`src/rtl/addnor_pkg.sv`:
```
// Shared width and operation types for the two-operation arithmetic unit.
package addnor_pkg;
    localparam int WIDTH = 16;

    typedef enum logic {
        OP_ADD = 1'b0,
        OP_NOR = 1'b1
    } alu_op_e;
endpackage

```
`src/rtl/addnor_gate.sv`:
```
// Operand gate: replaces the data-register operand with zero when asked.
// Assumes the control is valid in the same cycle as the operand.
module addnor_gate #(
    parameter int W = addnor_pkg::WIDTH
) (
    input  logic [W-1:0] d_in,
    input  logic         force_zero,
    output logic [W-1:0] d_out
);
    // Pass or suppress the data-register operand.
    always_comb begin
        d_out = force_zero ? '0 : d_in;
    end
endmodule

```
`src/rtl/addnor_core.sv`:
```
// Combinational core: ADD with two carry inputs, or bitwise NOR.
// Assumes the carry inputs are meaningful only for ADD.
module addnor_core #(
    parameter int W = addnor_pkg::WIDTH
) (
    input  logic                 clk,
    input  logic                 rst_n,
    input  logic [W-1:0]         a,
    input  logic [W-1:0]         b,
    input  addnor_pkg::alu_op_e  op,
    input  logic                 inc,
    input  logic                 cy_in,
    output logic [W-1:0]         y,
    output logic                 cy_out
);
    localparam int SW = W + 2;

    logic [SW-1:0] total;

    // Full sum with room for the two carry inputs.
    always_comb begin
        total = {2'b00, a} + {2'b00, b} + {{(SW-1){1'b0}}, inc}
              + {{(SW-1){1'b0}}, cy_in};
    end

    // Pick the operation result and its carry-out.
    always_comb begin
        if (op == addnor_pkg::OP_NOR) begin
            y      = ~(a | b);
            cy_out = 1'b0;
        end else begin
            y      = total[W-1:0];
            cy_out = |total[SW-1:W];
        end
    end

    // NOR never produces a carry.
    p_nor_no_carry_r3: assert property (@(posedge clk) disable iff (!rst_n)
        (op == addnor_pkg::OP_NOR) |-> !cy_out);
    // a self-add carries out the old top bit.
    p_self_add_carry_r9: assert property (@(posedge clk) disable iff (!rst_n)
        (op == addnor_pkg::OP_ADD && a == b && !inc && !cy_in) |-> (cy_out == a[W-1]));
endmodule

```
`src/rtl/addnor_shift.sv`:
```
// Holding stage: captures result, carry and source kind on load.
// Presents the held value unshifted or shifted right by one.
// Assumes the shift choice arrives at writeback and needs no register.
module addnor_shift #(
    parameter int W = addnor_pkg::WIDTH
) (
    input  logic         clk,
    input  logic         rst_n,
    input  logic         load,
    input  logic [W-1:0] d,
    input  logic         cy,
    input  logic         from_nor,
    input  logic         shr,
    output logic [W-1:0] held,
    output logic [W-1:0] q,
    output logic         cy_q,
    output logic         out_bit,
    output logic         nor_q
);
    // Capture on load, clear on reset.
    always_ff @(posedge clk) begin
        if (!rst_n) begin
            held  <= '0;
            cy_q  <= 1'b0;
            nor_q <= 1'b0;
        end else if (load) begin
            held  <= d;
            cy_q  <= cy;
            nor_q <= from_nor;
        end
    end

    // Writeback view: pass through, or shift right and expose bit 0.
    always_comb begin
        if (shr) begin
            q       = {1'b0, held[W-1:1]};
            out_bit = held[0];
        end else begin
            q       = held;
            out_bit = 1'b0;
        end
    end

    // without load the held state does not move.
    p_hold_r7: assert property (@(posedge clk) disable iff (!rst_n)
        !load |=> ($stable(held) && $stable(cy_q) && $stable(nor_q)));
    // a right shift always clears the top bit.
    p_shift_top_zero_r8: assert property (@(posedge clk) disable iff (!rst_n)
        shr |-> (q[W-1] == 1'b0));
endmodule

```
`src/rtl/addnor_unit.sv`:
```
// Top: operand gate, ADD/NOR core and the holding/shift stage.
// Assumes the caller suppresses address-register writes when addr_dest_ok is 0.
module addnor_unit #(
    parameter int W = addnor_pkg::WIDTH
) (
    input  logic         clk,
    input  logic         rst_n,
    input  logic         load,
    input  logic [W-1:0] dreg,
    input  logic [W-1:0] opnd,
    input  logic         zero_d,
    input  logic         op_nor,
    input  logic         incr,
    input  logic         disp_cy,
    input  logic         shift_r,
    output logic [W-1:0] result,
    output logic         carry_out,
    output logic         shift_flag,
    output logic         addr_dest_ok
);
    addnor_pkg::alu_op_e op_sel;
    logic [W-1:0] a_gated;
    logic [W-1:0] core_y;
    logic         core_cy;
    logic [W-1:0] held_val;
    logic         nor_held;

    // Map the select bit onto the operation type.
    always_comb begin
        op_sel = op_nor ? addnor_pkg::OP_NOR : addnor_pkg::OP_ADD;
    end

    addnor_gate #(.W(W)) u_gate (
        .d_in       (dreg),
        .force_zero (zero_d),
        .d_out      (a_gated)
    );

    addnor_core #(.W(W)) u_core (
        .clk    (clk),
        .rst_n  (rst_n),
        .a      (a_gated),
        .b      (opnd),
        .op     (op_sel),
        .inc    (incr),
        .cy_in  (disp_cy),
        .y      (core_y),
        .cy_out (core_cy)
    );

    addnor_shift #(.W(W)) u_stage (
        .clk      (clk),
        .rst_n    (rst_n),
        .load     (load),
        .d        (core_y),
        .cy       (core_cy),
        .from_nor (op_nor),
        .shr      (shift_r),
        .held     (held_val),
        .q        (result),
        .cy_q     (carry_out),
        .out_bit  (shift_flag),
        .nor_q    (nor_held)
    );

    // Address destination is allowed only for ADD results.
    always_comb begin
        addr_dest_ok = ~nor_held;
    end

    // a plain move holds the second operand unchanged.
    p_move_r4: assert property (@(posedge clk) disable iff (!rst_n)
        (load && zero_d && !op_nor && !incr && !disp_cy) |=> (held_val == $past(opnd)));
    // a NOR load blocks address-register writes.
    p_nor_blocks_addr_r10: assert property (@(posedge clk) disable iff (!rst_n)
        (load && op_nor) |=> !addr_dest_ok);
endmodule

```
`config.mk`:
```
export PLATFORM = sky130hd
export DESIGN_NAME = addnor_unit
export DESIGN_NICKNAME = d
export VERILOG_FILES = /design/src/rtl/addnor_pkg.sv /design/src/rtl/addnor_gate.sv /design/src/rtl/addnor_core.sv /design/src/rtl/addnor_shift.sv /design/src/rtl/addnor_unit.sv
export SDC_FILE = /design/constraint.sdc
export NUM_CORES = 1
export LEC_CHECK = 0
export BUFFER_PORTS_ARGS = -buffer_cell sky130_fd_sc_hd__buf_2
export CAP_MARGIN = 30
export CORE_MARGIN = 4
export CORE_UTILIZATION = 30
export DETAILED_ROUTE_END_ITERATION = 10
export SKIP_CTS_REPAIR_TIMING = 1
export SLEW_MARGIN = 20
export SYNTH_ARGS = -nofsm -noshare
export SYNTH_HDL_FRONTEND = slang
export SYNTH_HIERARCHICAL = 1
export SYNTH_SLANG_ARGS = --single-unit
```
`constraint.sdc`:
```
create_clock -name clk -period 2.6 [get_ports clk]
set_input_delay 0 -clock clk [delete_from_list [all_inputs] [get_ports clk]]
set_output_delay 0 -clock clk [all_outputs]
set_load 0.005 [all_outputs]
```
==> impl_metrics.toml, run 1 <==
[global_route]
grt.total_usage_pct = 11.1
antenna_found_initial = 0
grt_overflow = 0
grt_pass1_wl_mm = 9.55
via_count_of_the_first_global_routing_pass = 2204
grt_start_max_net_pins = 34

[synth]
synth_top_area_cell = "sky130_fd_sc_hd__ha_1"
synth-adder-area-share_pct = 24.7
post_synth_and_or_nand_nor_area_fraction_pct = 18.4
synthFlopType = "sky130_fd_sc_hd__dfxtp_1"
xor_and_xnor_area_share_after_synthesis_pct = 3.10
yosysTopAreaCellShare_pct = 23.1
yosys-top-cells-area = "sky130_fd_sc_hd__ha_1, sky130_fd_sc_hd__dfxtp_1, sky130_fd_sc_hd__mux2i_1"
syn_area_per_cell_um2 = 8.54
synth_cell_types = 46
synth-compound-area-share_pct = 15.0
ys_seq_area_share_pct = 14.2
combinational_family_with_the_most_area_after_synthesis = "adder cells"
syn_area_mm2 = 0.00254
syn_inst = 298
ys_async_sr_fraction_pct = 0
yosys_warnings = 6
yosys_register_bits = 18
synth-edff-count = 0
synth_fp_nets = 387
synthMuxAreaShare_pct = 15.3

[critical_path]
cpPeakStageDelay_ps = 440
timing.setup.critical_path_class = "in2reg"
arrival_time_reported_for_the_critical_path_endpoint_ps = 2630
critPathSlowestCell = "sky130_fd_sc_hd__fa_1"
timing.critical_path.fanout_max = 3
start_kind = "input pin"
worst_path_dominant_cell_family = "compound AO/OA/AOI/OAI gates"
timing.critical_path.required_ps = 2730
rrSetupSlack_ps = 1950
crit_path_end_kind = "register"
crit_path_cell_trace = "buf_8 -> and2b_2 -> fa_1 -> ha_2 -> inv_2 -> fa_2 -> nor2b_2 -> o31a_1 -> o21ai_2 -> o211ai_2 -> buf_4 -> a21o_1 -> a211oi_2 -> a211oi_1 -> mux2i_1 -> nor2b_1"
critical_path.reg2reg.endpoint = "u_stage/held[7]$_SDFFE_PN0P_"
buf_inv_stages_crit_path = 3
worstReg2RegStart = "u_stage/held[7]$_SDFFE_PN0P_"
ff2ff_path_depth = 2

[drt]
final_antenna_net_count = 0
route.final.wire_length_mm = 5.57
post-route-drc-count = 0
routedWlPerCell_um = 11.5
route.vias.total = 2218
drt-vias-per-instance = 4.58
first_pass_iters = 4
drt-initial-drc-count = 116

[place]
placement.io_buffers = 58
post-place-cells = 478
detailed_place_hpwl_mm = 4.69
gp_routability_congestion = 0.814
detailed_place.area_mm2 = 0.00309

[clock_network]
clkLatencyLatePin_ps = 240
cts_root_buffer = "sky130_fd_sc_hd__clkbuf_8"
clkTransAtPathRegs_ps = 60
cts.sinks = 18
clock_tree_from_tritoncts = "built"
htree_num_levels = 1
cts_made_buffers = 3
cts-root-to-sink-buffers = 2

[finish]
drive_gt1_share_pct = 37.5
synthToLayoutAreaGrowth_pct = 27.3
n_fill_cell = 860
most-common-layout-cells = "sky130_fd_sc_hd__buf_2, sky130_fd_sc_hd__ha_1, sky130_fd_sc_hd__inv_1"
layout_commonest_cell = "sky130_fd_sc_hd__buf_2"
multi_input_comb_area_mm2 = 0.00202
design.final.nets = 470
final_cell_count_no_fill = 484
seqCellArea_um2 = 360
final_core_util_pct = 39.4
diodes = 0
fin_area_mm2 = 0.00324

[pwr]
power.density_mw_per_mm2 = 319
clkPwrFrac_pct = 17.7
sw_frac_of_total_pct = 34.1
switchingPower_mw = 0.353
intPower_mw = 0.681
power.share.sequential_pct = 30.7
comb_power_share_pct = 51.6
irDropWorstVdd_v = 0.000203
power_leakage_nw = 1.68

[sta]
hold_ws_ps = 138
finClkSkew_ps = 0
report.final.setup_viol = 0
hold_viol_final = 0
relSlewSlack_pct = 63.2
slew_violations = 0
final_period_minus_worst_setup_slack_ps = 2500
setup_repair_after_global_routing_missed_its_margin = "yes"
tns_ps = 0
fmax_ghz = 0.401
worst_slew_pin_slew_ps = 552
share_of_the_clock_period_used_by_the_worst_path_after_layout_pct = 96.0

[min_path]
worst_hold_startpoint = "rst_n"
hold_path_depth = 2
min_path_type = "in2reg"
end_of_the_worst_hold_path = "u_stage/nor_q$_SDFFE_PN0P_"

[floorplan]
chipHeight_um = 100
top_level_ports = 59
die-area_mm2 = 0.0100
rows = 33
fp.dieW_um = 100
initial_core_util_pct = 31.0
core_area_mm2 = 0.00822

[run_status]
outcome = "finished, final reports clean"

[job]
timing.max_cap.violations = 0
per-stage QoR:
step                setup WS (ps)  power, mW
CTS                         -85.5       1.01
global placement             -274      0.819
detailed placement           -330      0.827
finish                        105       1.03
floorplan                    12.2      0.655
global route                -31.2       1.13
routing by layer:
metal	track usage, %	share of wire, %
met2	18.3	43
met3	1.67	5.9
met4	2.18	1.1
met1	15.5	50
met5	0	0
area by class of cell:
cell class	instances	share of cell area (%)
Multi-Input combinational cell	230	62.5
Inverter	39	4.52
Sequential cell	18	11.1
Timing Repair Buffer	89	16.6
Clock buffer	3	1.27
Tap cell	105	4.06
worst reg2reg max path: cells and delay by family, from the launching register on:
family | cells | cell delay (ps)
flops | 1 | 330
simple gates | 1 | 60
mux | 1 | 150
how the worst max path moves through the flow:
stage	startpoint	endpoint	slack, ps	cells after the start
detailed placement	zero_d	u_stage/cy_q$_SDFFE_PN0P_	-330	15
global route	zero_d	u_stage/cy_q$_SDFFE_PN0P_	-30	16
floorplan	zero_d	u_stage/cy_q$_SDFFE_PN0P_	10	14
finish	zero_d	u_stage/cy_q$_SDFFE_PN0P_	100	16
CTS	zero_d	u_stage/cy_q$_SDFFE_PN0P_	-90	15
global placement	zero_d	u_stage/held[15]$_SDFFE_PN0P_	-270	14
synthesized netlist by cell type, types with 5 or more instances:
| library cell | count |
|---|---|
| sky130_fd_sc_hd__inv_1 | 39 |
| sky130_fd_sc_hd__o21ai_0 | 18 |
| sky130_fd_sc_hd__ha_1 | 47 |
| sky130_fd_sc_hd__a21oi_1 | 9 |
| sky130_fd_sc_hd__nor2b_1 | 24 |
| sky130_fd_sc_hd__mux2_2 | 8 |
| sky130_fd_sc_hd__nand2_1 | 21 |
| sky130_fd_sc_hd__nor2b_2 | 7 |
| sky130_fd_sc_hd__nor2_1 | 6 |
| sky130_fd_sc_hd__mux2_4 | 8 |
| sky130_fd_sc_hd__a21o_1 | 5 |
| sky130_fd_sc_hd__and2b_2 | 6 |
| sky130_fd_sc_hd__dfxtp_1 | 18 |
| sky130_fd_sc_hd__mux2i_1 | 18 |
| sky130_fd_sc_hd__xor2_1 | 5 |
flip-flops by register name, indices dropped and copies added, names as in the netlist:
register and flops:
u_stage/held 16, u_stage/cy_q 1, u_stage/nor_q 1
power by group through the flow:
stage / clock, mW / combinational, mW / sequential, mW
after global placement: 0 / 0.497 / 0.322
after floorplan: 0 / 0.339 / 0.316
after global routing: 0.201 / 0.605 / 0.320
final: 0.183 / 0.534 / 0.317
after CTS: 0.190 / 0.508 / 0.317
after detailed placement: 0 / 0.505 / 0.323
cell families after synthesis:
group           count (synthesis)
xor+xnor                        9
fa+ha+maj                      49
mux                            34
compound gates                 57
flops                          18
simple gates                   81
buf+inv                        50
No activity file was read; power rests on OpenSTA's default activity.
==> inputs of run 2 (changes only) <==
--- a/config.mk
+++ b/config.mk
@@ -5,6 +5,7 @@
 export SDC_FILE = /design/constraint.sdc
 export NUM_CORES = 1
 export LEC_CHECK = 0
+export ABC_AREA = 1
 export BUFFER_PORTS_ARGS = -buffer_cell sky130_fd_sc_hd__buf_2
 export CAP_MARGIN = 30
 export CORE_MARGIN = 4
==> constraint.sdc (replaced) <==
create_clock -name clk -period 2.6 [get_ports clk]
set_input_delay 0.39 -clock clk [delete_from_list [all_inputs] [get_ports clk]]
set_output_delay 0.39 -clock clk [all_outputs]
set_load 0.005 [all_outputs]
==> impl_metrics.toml, run 2 <==
[sta]
tns_ps = 0
share_of_the_clock_period_used_by_the_worst_path_after_layout_pct = 97.1
slew_violations = 0
hold_viol_final = 0
fmax_ghz = 0.396
finClkSkew_ps = 0
relSlewSlack_pct = 61.5
final_period_minus_worst_setup_slack_ps = 2520
worst_slew_pin_slew_ps = 577
report.final.setup_viol = 0

[place]
placement.io_buffers = 58
detailed_place_hpwl_mm = 5.69
gp_routability_congestion = 0.842

[finish]
most-common-layout-cells = "sky130_fd_sc_hd__nand2_1, sky130_fd_sc_hd__inv_1, sky130_fd_sc_hd__nor2_1"
layout_top_registers = "u_stage/held: 16 flops, u_stage/cy_q: 1 flops, u_stage/nor_q: 1 flops"
synthToLayoutAreaGrowth_pct = 24.9
drive_gt1_share_pct = 23.0
regMostFlops = "u_stage/held"
largest_register_ff_count = 16
diodes = 0
layout_commonest_cell = "sky130_fd_sc_hd__nand2_1"
design.final.nets = 657

[drt]
post-route-drc-count = 0
route.final.wire_length_mm = 6.89
final_antenna_net_count = 0
routedWlPerCell_um = 10.2
route.vias.total = 2897
drt-initial-drc-count = 128
drt-vias-per-instance = 4.30
first_pass_iters = 4

[critical_path]
arrival_time_reported_for_the_critical_path_endpoint_ps = 2710
start_kind = "input pin"
worst_path_dominant_cell_family = "adder cells"
ff2ff_path_depth = 2
crit_end = "u_stage/held[4]$_SDFFE_PN0P_"
timing.critical_path.fanout_max = 2
timing.critical_path.from = "dreg[0]"
worstReg2RegStart = "u_stage/held[6]$_SDFFE_PN0P_"
cpPeakStageDelay_ps = 480
timing.setup.critical_path_class = "in2reg"
buf_inv_stages_crit_path = 6
critPathSlowestCell = "sky130_fd_sc_hd__fa_1"
critical_path.reg2reg.endpoint = "u_stage/held[6]$_SDFFE_PN0P_"
crit_path_end_kind = "register"
crit_path_cell_trace = "buf_6 -> inv_4 -> nor2_4 -> fa_1 -> ha_2 -> inv_2 -> fa_2 -> inv_2 -> nand2_2 -> nand2_2 -> buf_4 -> and2_1 -> xnor2_1 -> o21ai_0 -> inv_1 -> nand2_1 -> nand2_1 -> nor2_1"
cp.depth = 18
rrSetupSlack_ps = 2010
timing.critical_path.required_ps = 2780

[floorplan]
fp.dieW_um = 105
die-area_mm2 = 0.0109
core_area_mm2 = 0.00889
rows = 34
chipHeight_um = 105
initial_core_util_pct = 31.5
top_level_ports = 59

[pwr]
finalPower_mw = 1.11
power.density_mw_per_mm2 = 316
irDropWorstVdd_v = 0.000140
power_leakage_nw = 2.10

[job]
timing.max_cap.violations = 0

[clock_network]
clkTransAtPathRegs_ps = 60
cts-root-to-sink-buffers = 2
htree_num_levels = 1
cts_root_buffer = "sky130_fd_sc_hd__clkbuf_8"
cts.sinks = 18
clock_tree_from_tritoncts = "built"
clkLatencyLatePin_ps = 240
cts_made_buffers = 3

[synth]
post_synth_and_or_nand_nor_area_fraction_pct = 38.2
syn_area_mm2 = 0.00280
yosysTopAreaCellShare_pct = 21.0
yosys_warnings = 6
synth-edff-count = 0
ys_top_cells_by_count = "sky130_fd_sc_hd__nand2_1, sky130_fd_sc_hd__inv_1, sky130_fd_sc_hd__nor2_1, sky130_fd_sc_hd__ha_1, sky130_fd_sc_hd__nand3_1"
synthFlopType = "sky130_fd_sc_hd__dfxtp_1"
synthMuxAreaShare_pct = 0
synth_cell_types = 29
xor_and_xnor_area_share_after_synthesis_pct = 0.625
synth-compound-area-share_pct = 6.25
ys_async_sr_fraction_pct = 0
yosys-top-cells-area = "sky130_fd_sc_hd__ha_1, sky130_fd_sc_hd__nand2_1, sky130_fd_sc_hd__inv_1"
synth-adder-area-share_pct = 22.4
synth_fp_nets = 584
ys_seq_area_share_pct = 12.9
combinational_family_with_the_most_area_after_synthesis = "simple AND/OR/NAND/NOR gates"
synth_top_area_cell = "sky130_fd_sc_hd__ha_1"
syn_inst = 495
syn_area_per_cell_um2 = 5.66
yosys_register_bits = 18
synth_most_common_cell = "sky130_fd_sc_hd__nand2_1"

[global_route]
antenna_found_initial = 0
grt.total_usage_pct = 12.3
grt_overflow = 0
grt_pass1_wl_mm = 11.6
grt_start_max_net_pins = 37
via_count_of_the_first_global_routing_pass = 2706

[run_status]
outcome = "finished, final reports clean"

[min_path]
min_path_type = "reg2reg"
[run 2: cell types whose count changed after synthesis, moves of 11 or more]
| cell | change |
|---|---|
| sky130_fd_sc_hd__nand3_1 | +23 |
| sky130_fd_sc_hd__nor2b_1 | -24 |
| sky130_fd_sc_hd__nand2_1 | +128 |
| sky130_fd_sc_hd__mux2i_1 | -18 |
| sky130_fd_sc_hd__nor2_1 | +64 |
| sky130_fd_sc_hd__a21oi_1 | +11 |
| sky130_fd_sc_hd__inv_1 | +70 |
[run 2: layer usage]
layer | wire length (um) | up-vias | GRT usage [%]
met5 | 0 | - | 0
met1 | 3510 | 1239 | 17.4
met2 | 3130 | 46 | 20.4
met3 | 199 | 4 | 1.05
li1 | - | 1608 | -
met4 | 46 | 0 | 3.09
[run 2: tightest hold or removal path: stages (launching register included)]
cell and delay (ps):
sky130_fd_sc_hd__dfxtp_1 310, sky130_fd_sc_hd__nor2_1 80, sky130_fd_sc_hd__nor2_1 50
[run 2: per-stage QoR]
stage | cells | util (%) | instance area [um^2] | worst slack, ps | hold slack (ps)
detailed placement | 669 | 36.8 | 3270 | -375 | 463
floorplan | 495 | - | 2800 | 70.7 | 449
global placement | 669 | 36.8 | 3270 | -334 | 464
CTS | 672 | 37.2 | 3310 | -125 | 472
finish | 674 | 39.3 | 3500 | 75.9 | 469
global route | 674 | 39.3 | 3500 | -21.4 | 499
[run 2: area by class of cell]
cell class / instances / area (um^2)
fillers: 1012 / 5390
multi-input cells: 349 / 2050
repair buffers: 82 / 480
inverters: 114 / 430
flip-flops and latches: 18 / 360
well taps: 108 / 135
clock buffers: 3 / 41.3
[run 2: worst min-delay path by stage]
stage | slack, ps | cells after the start | to | from
after floorplan | 450 | 2 | u_stage/held[11]$_SDFFE_PN0P_ | u_stage/held[11]$_SDFFE_PN0P_
after global placement | 460 | 2 | u_stage/held[11]$_SDFFE_PN0P_ | u_stage/held[11]$_SDFFE_PN0P_
after detailed placement | 460 | 2 | u_stage/held[11]$_SDFFE_PN0P_ | u_stage/held[11]$_SDFFE_PN0P_
after CTS | 470 | 2 | u_stage/held[11]$_SDFFE_PN0P_ | u_stage/held[11]$_SDFFE_PN0P_
after global routing | 500 | 2 | u_stage/held[11]$_SDFFE_PN0P_ | u_stage/held[11]$_SDFFE_PN0P_
final | 470 | 2 | u_stage/held[11]$_SDFFE_PN0P_ | u_stage/held[11]$_SDFFE_PN0P_
[run 2: power by group]
| part | internal (mW) | leakage [nW] | total [mW] | switching, mW |
|---|---|---|---|---|
| clock network | 0.103 | 0.0216 | 0.181 | 0.0785 |
| registers | 0.299 | 0.149 | 0.313 | 0.0137 |
| logic | 0.270 | 1.93 | 0.613 | 0.343 |
[run 2: cells by family after synthesis]
| kind of cell | count (synthesis) |
|---|---|
| DFF | 18 |
| xor gates and xnor gates | 2 |
| adders and majority gates | 49 |
| and+or+nand+nor | 264 |
| buffers and inverters | 128 |
| AOI/OAI and AO/OA | 34 |
